[config.mk]
export PLATFORM = sky130hd
export DESIGN_NAME = mux_bus_master
export DESIGN_NICKNAME = d
export VERILOG_FILES = /design/src/rtl/mbc_pkg.sv /design/src/rtl/mbc_seq.sv /design/src/rtl/mbc_drive.sv /design/src/rtl/mbc_capture.sv /design/src/rtl/mux_bus_master.sv
export SDC_FILE = /design/constraint.sdc
export NUM_CORES = 1
export LEC_CHECK = 0
export BUFFER_PORTS_ARGS = -buffer_cell sky130_fd_sc_hd__buf_4
export CAP_MARGIN = 20
export CORE_AREA = 2 2 92 94
export CTS_CLUSTER_SIZE = 25
export DETAILED_ROUTE_END_ITERATION = 10
export DIE_AREA = 0 0 94 96
export GPL_ROUTABILITY_DRIVEN = 0
export PLACE_DENSITY = 0.74
export SLEW_MARGIN = 20
export SYNTH_ARGS = -nofsm -noshare
export SYNTH_HDL_FRONTEND = slang
export SYNTH_HIERARCHICAL = 1
export SYNTH_SLANG_ARGS = --single-unit
[constraint.sdc]
create_clock -name clk -period 3.1 [get_ports clk]
set_input_delay 0.155 -clock clk [delete_from_list [all_inputs] [get_ports clk]]
set_output_delay 0.155 -clock clk [all_outputs]
set_load 0.03 [all_outputs]
[src/rtl/mbc_pkg.sv]
package mbc_pkg;

   typedef enum logic [2:0] {
      PH_IDLE = 3'd0,
      PH_T1   = 3'd1,
      PH_T2   = 3'd2,
      PH_T3   = 3'd3,
      PH_TW   = 3'd4,
      PH_T4   = 3'd5
   } phase_e;

   typedef struct packed {
      logic write;
      logic io;
      logic bhe;
   } xfer_kind_t;

endpackage

[src/rtl/mbc_seq.sv]
module mbc_seq
   import mbc_pkg::*;
#(
   parameter int ADDR_W = 20,
   parameter int DATA_W = 16
) (
   input  logic              clk,
   input  logic              rst_n,
   input  logic              req_valid,
   input  xfer_kind_t        req_kind,
   input  logic [ADDR_W-1:0] req_addr,
   input  logic [DATA_W-1:0] req_wdata,
   input  logic              ready,
   output phase_e            phase,
   output xfer_kind_t        kind_q,
   output logic [ADDR_W-1:0] addr_q,
   output logic [DATA_W-1:0] wdata_q,
   output logic              sample_now
);

   phase_e phase_nx;

   // The edge that leaves T3 or a wait state with ready high is the data edge.
   assign sample_now = ((phase == PH_T3) || (phase == PH_TW)) && ready;

   always_comb begin
      phase_nx = phase;
      unique case (phase)
         PH_IDLE: if (req_valid) phase_nx = PH_T1;
         PH_T1:   phase_nx = PH_T2;
         PH_T2:   phase_nx = PH_T3;
         PH_T3,
         PH_TW:   phase_nx = ready ? PH_T4 : PH_TW;
         PH_T4:   phase_nx = PH_IDLE;
         default: phase_nx = PH_IDLE;
      endcase
   end

   always_ff @(posedge clk) begin
      if (!rst_n) begin
         phase   <= PH_IDLE;
         kind_q  <= '0;
         addr_q  <= '0;
         wdata_q <= '0;
      end else begin
         phase <= phase_nx;
         if ((phase == PH_IDLE) && req_valid) begin
            kind_q  <= req_kind;
            addr_q  <= req_addr;
            wdata_q <= req_wdata;
         end
      end
   end

endmodule

[src/rtl/mbc_drive.sv]
module mbc_drive
   import mbc_pkg::*;
#(
   parameter int ADDR_W          = 20,
   parameter int DATA_W          = 16,
   parameter bit STATUS_ON_UPPER = 1'b1,
   localparam int UP_W           = ADDR_W - DATA_W
) (
   input  phase_e            phase,
   input  xfer_kind_t        kind_q,
   input  logic [ADDR_W-1:0] addr_q,
   input  logic [DATA_W-1:0] wdata_q,
   output logic [DATA_W-1:0] bus_ad_o,
   output logic              bus_ad_oe,
   output logic [UP_W-1:0]   upper_o,
   output logic              bhe_n,
   output logic              ale,
   output logic              mio_o,
   output logic              rd_n,
   output logic              wr_n,
   output logic              dt_r,
   output logic              den_n
);

   logic            in_t1;
   logic            strobe_win;
   logic            in_cycle;
   logic [UP_W-1:0] after_t1;

   assign in_t1      = (phase == PH_T1);
   assign strobe_win = (phase == PH_T2) || (phase == PH_T3) || (phase == PH_TW);
   assign in_cycle   = (phase != PH_IDLE);

   // Selects what the upper lines carry once the address phase is over.
   generate
      if (STATUS_ON_UPPER) begin : g_status
         always_comb begin
            after_t1    = '0;
            after_t1[0] = kind_q.io;
            after_t1[1] = kind_q.write;
         end
      end else begin : g_hold_addr
         assign after_t1 = addr_q[ADDR_W-1:DATA_W];
      end
   endgenerate

   always_comb begin
      ale       = in_t1;
      bus_ad_oe = in_t1 || (kind_q.write && strobe_win);
      if (in_t1)
         bus_ad_o = addr_q[DATA_W-1:0];
      else if (kind_q.write && strobe_win)
         bus_ad_o = wdata_q;
      else
         bus_ad_o = '0;
      if (in_t1)
         upper_o = addr_q[ADDR_W-1:DATA_W];
      else if (in_cycle)
         upper_o = after_t1;
      else
         upper_o = '0;
      bhe_n = in_cycle ? ~kind_q.bhe : 1'b1;
      mio_o = in_cycle ? ~kind_q.io  : 1'b0;
      dt_r  = in_cycle ? kind_q.write : 1'b1;
      rd_n  = ~(strobe_win && !kind_q.write);
      wr_n  = ~(strobe_win &&  kind_q.write);
      den_n = ~strobe_win;
   end

endmodule

[src/rtl/mbc_capture.sv]
module mbc_capture
   import mbc_pkg::*;
#(
   parameter int DATA_W = 16
) (
   input  logic              clk,
   input  logic              rst_n,
   input  phase_e            phase,
   input  logic              sample_now,
   input  logic              is_write,
   input  logic [DATA_W-1:0] bus_ad_i,
   output logic [DATA_W-1:0] rdata,
   output logic              done
);

   always_ff @(posedge clk) begin
      if (!rst_n) begin
         rdata <= '0;
         done  <= 1'b0;
      end else begin
         done <= (phase == PH_T4);
         if (sample_now && !is_write)
            rdata <= bus_ad_i;
      end
   end

endmodule

[src/rtl/mux_bus_master.sv]
module mux_bus_master
   import mbc_pkg::*;
#(
   parameter int ADDR_W          = 20,
   parameter int DATA_W          = 16,
   parameter bit STATUS_ON_UPPER = 1'b1,
   localparam int UP_W           = ADDR_W - DATA_W
) (
   input  logic              clk,
   input  logic              rst_n,
   input  logic              req_valid,
   input  logic              req_write,
   input  logic              req_io,
   input  logic              req_bhe,
   input  logic [ADDR_W-1:0] req_addr,
   input  logic [DATA_W-1:0] req_wdata,
   input  logic              ready,
   input  logic [DATA_W-1:0] bus_ad_i,
   output logic [DATA_W-1:0] bus_ad_o,
   output logic              bus_ad_oe,
   output logic [UP_W-1:0]   upper_o,
   output logic              bhe_n,
   output logic              ale,
   output logic              mio_o,
   output logic              rd_n,
   output logic              wr_n,
   output logic              dt_r,
   output logic              den_n,
   output logic              busy,
   output logic              done,
   output logic [DATA_W-1:0] rdata
);

   generate
      if (DATA_W < 2) begin : g_bad_data
         $error("mux_bus_master: DATA_W must be at least 2");
      end
      if (UP_W < 2) begin : g_bad_upper
         $error("mux_bus_master: ADDR_W must exceed DATA_W by at least 2");
      end
   endgenerate

   phase_e            phase;
   xfer_kind_t        req_kind;
   xfer_kind_t        kind_q;
   logic [ADDR_W-1:0] addr_q;
   logic [DATA_W-1:0] wdata_q;
   logic              sample_now;

   assign req_kind = '{write: req_write, io: req_io, bhe: req_bhe};
   assign busy     = (phase != PH_IDLE);

   mbc_seq #(.ADDR_W(ADDR_W), .DATA_W(DATA_W)) seq_i (
      .clk        (clk),
      .rst_n      (rst_n),
      .req_valid  (req_valid),
      .req_kind   (req_kind),
      .req_addr   (req_addr),
      .req_wdata  (req_wdata),
      .ready      (ready),
      .phase      (phase),
      .kind_q     (kind_q),
      .addr_q     (addr_q),
      .wdata_q    (wdata_q),
      .sample_now (sample_now)
   );

   mbc_drive #(
      .ADDR_W(ADDR_W), .DATA_W(DATA_W), .STATUS_ON_UPPER(STATUS_ON_UPPER)
   ) drive_i (
      .phase     (phase),
      .kind_q    (kind_q),
      .addr_q    (addr_q),
      .wdata_q   (wdata_q),
      .bus_ad_o  (bus_ad_o),
      .bus_ad_oe (bus_ad_oe),
      .upper_o   (upper_o),
      .bhe_n     (bhe_n),
      .ale       (ale),
      .mio_o     (mio_o),
      .rd_n      (rd_n),
      .wr_n      (wr_n),
      .dt_r      (dt_r),
      .den_n     (den_n)
   );

   mbc_capture #(.DATA_W(DATA_W)) cap_i (
      .clk        (clk),
      .rst_n      (rst_n),
      .phase      (phase),
      .sample_now (sample_now),
      .is_write   (kind_q.write),
      .bus_ad_i   (bus_ad_i),
      .rdata      (rdata),
      .done       (done)
   );

endmodule

# After elaboration in Yosys (flattened, before gate mapping)
# Index checks and enable logic that the tools add are counted.
# classes
n_eq_ne	6
muxes	10
bitwise	5
n_reduce_logical	13
# op_table
operator	n
two-way mux 16 bit	2
case mux 3 bit (4 select lines)	1
equality test 3 x 2 -> 1 bit, second input constant	2
equality test 3 bit, second input constant	2
logical AND 1 bit	5
NOT 1 bit	5
logical OR 1 bit	4
two-way mux 1 bit	4
two-way mux 4 bit	1
equality test 3 x 1 -> 1 bit, second input constant	1
logical NOT 3 bit	1
two-way mux 3 bit	1
nonzero test 3 bit	1
two-way mux 2 bit	1
inequality test 2 bit, second input constant	1
OR reduction 2 bit	1
logical NOT 1 bit	1
# word_totals
regBits	59
inputBits	59
out_inout_bits	46
word_cells	42

# Longest topological paths before layout
# depth
word_depth	6
depth_mapped	8
depth_no_buf	5

# Cells and area by module
# Netlist, hierarchy kept.
# modules_own_cells
module	instances	cells_each	area_per_inst_um2	seq_area_each_um2
mbc_seq	1	187	1609.0	840.8
mbc_drive	1	103	787.0	0.0
mbc_capture	1	73	695.7	340.3
mux_bus_master	1	1	6.3	0.0

# Least setup slack after synthesis
# Ideal clock, no wire load.
# synth_path
path_kind	register -> register
startpoint	reg seq_i.phase[2]
endpoint	reg cap_i.rdata[10]
setup_ns	0.072
arrival_time_ns	1.727
required_ns	3.028
setup_slack_ns	1.302
path_stages_with_launch	8
n_path_buf	2
synth_period_minus_slack_ns	1.798
cell_sequence	dfxtp_1 -> or3b_2 -> o21ai_0 -> and2_1 -> nor2b_4 -> buf_6 -> buf_12 -> mux2i_1
# synth_via
elab_chain_cells	4
# synth_lines
item	line_no	text
start: declaration	mbc_seq.sv:14	output phase_e phase,
start signal: assignment	mbc_seq.sv:46	phase <= phase_nx;
equality test 3 x 2 -> 1 bit or equality test 3 bit (tied branches)	mbc_seq.sv:24	assign sample_now = ((phase == PH_T3) || (phase == PH_TW)) && ready;
logical OR 1 bit *	mbc_seq.sv:24	
logical AND 1 bit *	mbc_seq.sv:24	
net sample_now	mux_bus_master.sv:48	logic sample_now;
logical AND 1 bit *	mbc_capture.sv:22	if (sample_now && !is_write)
end signal: assignment	mbc_capture.sv:23	rdata <= bus_ad_i;
end: declaration	mbc_capture.sv:12	output logic [DATA_W-1:0] rdata,
# The timed path passes the listed nets; every way through them passes the cells marked *.
# A chain may end at the register's enable or synchronous reset.

# Worst setup path after layout
# layout_path
startpoint	reg seq_i.phase[0]
endpoint	out bus_ad_o[5]
# layout_via
elab_chain_cells	6
# layout_lines
item	line_no	text
equality test 3 x 2 -> 1 bit	mbc_drive.sv:31	assign strobe_win = (phase == PH_T2) || (phase == PH_T3) || (phase == PH_TW);
logical OR 1 bit (2 in a row)	mbc_drive.sv:31	
logical AND 1 bit	mbc_drive.sv:52	else if (kind_q.write && strobe_win)
two-way mux 16 bit	mbc_drive.sv:52	
two-way mux 16 bit *	mbc_drive.sv:50	if (in_t1)
end: declaration	mux_bus_master.sv:19	output logic [DATA_W-1:0] bus_ad_o,
# Every way passes the cells marked *; elsewhere a longest branch is shown, timed or not.

==> flow_summary.ini <==
[critical_path]
rrSetupSlack_ps = 1090
crit_type = reg -> out
crit_family = simple AND/OR/NAND/NOR gates
rr_worst_depth = 5
arrival_ps = 2230
r2r_end = cap_i/rdata[8]
end_kind = primary output
critPathMaxStageDelay_ps = 730
crit_slowest_cell = or3b_1
crit_fanout = 25
start_kind = register
crit_required_ps = 2940
critPathBufInv = 2
r2r-start = seq_i/phase[2]
path_cells = buf_4 -> or3b_1 -> o211ai_1 -> buf_4
critPathMostFrequentCell = buf_4

[floorplan]
core-area_sq_um = 8050
die_h_microns = 96
die-area_sq_um = 9020
floorplan.rows = 33
dieWidth_microns = 94
num_io_pins = 105
start_util = 0.385

[clock_network]
cts.sinks = 59
cts_tree = done
cts_buffer_depth = 2
clk_latency_ps = 320
cts_resized = 0
path_clk_slew_ps = 60
htree_num_levels = 3
root_buffer = clkbuf_8
cts_buffers = 9
cts_setup_buffers = 0
postCtsHoldBufs = 0

[final_layout]
drive_gt1_frac = 0.311
fin_nets = 508
areaGrowthSynthToFinish_pct = 29.9
fillers = 763
regArea_sq_um = 1180
final_cells = 559
multi_input_area_sq_um = 1700
num_antenna_cells = 0

[synthesis]
syn_inst = 364
ys_types = 40
ys_warn_count = 6
synth_area_leaders = dfxtp_1 (38%), nand2_1 (16%), a21boi_0 (7.0%)
synth-seq-cells = 59
synth_area_sq_um = 3100
synth_seq_area_share = 0.381
synth_fp_nets = 423
synth_top_flop_cell = dfxtp_1
synth_top_cell_by_area = dfxtp_1
ys_async_sr_fraction = 0
yosysTopAreaCellShare = 0.381
avgSynthCellArea_sq_um = 8.51
synth-edff-count = 0

[sta]
timing.setup.tns_ps = 0
fin_crit_sh = 0.769
worst_pin_slew_ps = 793
max_freq_mhz = 420
relSlewSlack = 0.471
rsz0062_at_grt = no
min_period_ps = 2380
final_max_slew_viol_count = 0
finClkSkew_ps = 6.87
hold_violations = 0
worst_slack_ps = 718
setup_viol = 0

[grt]
grt_start_max_net_pins = 76
grt_use_total = 0.169
grt_pass1_vias = 2471
gr-total-overflow = 0
antenna_found_initial = 0
grt_pass1_wl_microns = 12100

[placement]
hpwl_microns = 5450
dp_cells = 543
portBuffers = 104
place_ws_ps = 1070

[status]
status = finished clean

[hold_path]
whs_path_depth = 3
hp-class = in -> reg
holdPathEnd = seq_i/addr_q[7]
hp-start = req_addr[7]

[route]
drt-wirelength-per-cell_microns = 14.0
wl_microns = 7850
num_vias = 2779
ant_nets = 0
drtPass1Iterations = 4
drt_iter0_drc = 156
drc_errors = 0
vias_per_cell = 4.97

[pwr]
power.leakage_nw = 1.60
ir_worst_vdd_uv = 236
powerDensity_nw_per_um2 = 524

[run]
timing.max_cap.violations = 0
[tightest hold or removal path, stage by stage]
cell and delay, ps:
buf_4 110, nand2_1 40, a21boi_1 40
[worst max path at each step]
stage,start,endpoint,cells after the start
after detailed placement,seq_i/phase[0],bus_ad_o[5],4
after CTS,seq_i/phase[0],bus_ad_o[5],4
after global placement,seq_i/phase[2],cap_i/rdata[13],5
after floorplan,seq_i/phase[2],cap_i/rdata[10],7
after global routing,seq_i/phase[0],bus_ad_o[5],4
final,seq_i/phase[0],bus_ad_o[5],4
[logic make-up after synthesis]
| logic type | count (synthesis) | share of synthesized area |
|---|---|---|
| simple gates | 185 | 0.316 |
| compound gates | 66 | 0.171 |
| flops | 59 | 0.381 |
| buf+inv | 36 | 0.0735 |
| mux | 17 | 0.0549 |
| xor+xnor | 1 | 0.00283 |
[layer usage]
metal  vias to the layer above  GRT usage  wire, microns
met5                         -          0              0
met4                         0     0.0580             75
met3                         7     0.0258            363
met2                        59      0.264           3740
met1                      1298      0.239           3670
li1                       1415          -              -
[state kept, by name, summed over array words and instances (netlist names)]
name,count
seq_i/addr_q,20
cap_i/rdata,16
seq_i/kind_q,3
cap_i/done,1
seq_i/phase,3
seq_i/wdata_q,16
[area by class of cell]
| class | instances | share of cell area |
|---|---|---|
| clock buffers | 15 | 0.0463 |
| clock inverters | 1 | 0.00124 |
| flip-flops and latches | 59 | 0.294 |
| inverters | 1 | 0.000933 |
| well taps | 105 | 0.0326 |
| multi-input cells | 269 | 0.422 |
| repair buffers | 109 | 0.203 |
[cells in the mapped netlist (4+ instances only)]
cell	count
a21boi_0	29
a21boi_1	10
buf_2	13
buf_6	4
clkbuf_1	12
dfxtp_1	59
mux2i_1	17
nand2_1	131
nand4b_1	16
nor3b_1	4
o211ai_1	7
o211ai_2	9
o21ai_0	5
or4bb_1	14
[per-stage QoR]
step	area, sq um	power, W	hold slack (ps)	utilization
detailed placement	3830	0.00146	418	0.476
CTS	4030	0.00213	71.4	0.500
global placement	3830	0.00145	413	0.476
finish	4030	0.00211	79.9	0.500
floorplan	3100	0.00128	290	-
global route	4030	0.00223	74.9	0.500
[power by group]
group	internal (W)	switching (W)	total (W)
logic	0.000228	0.000336	0.000564
clock network	0.000378	0.000291	0.000668
registers	0.000826	0.0000535	0.000879
[layout by cell type (no fill, tap or decap), drive strengths merged]
master and count:
nor2b 2, o21bai 1, o22ai 1, nand4b 16, nand2 131, nor3b 4, buf 109, clkbuf 15
or3 1, or2 1, dfxtp 59, or4b 1, o21a 1, and4b 1, or3b 2, nand2b 2
nor3 2, o211ai 16, a21oi 1, clkinv 1, o21ai 5, or4bb 16, o31ai 2, mux2i 17
inv 1, and2 2, a21boi 39, nor2 3, xnor2 1, nor4b 1
Power figures use the tool's default switching activity.
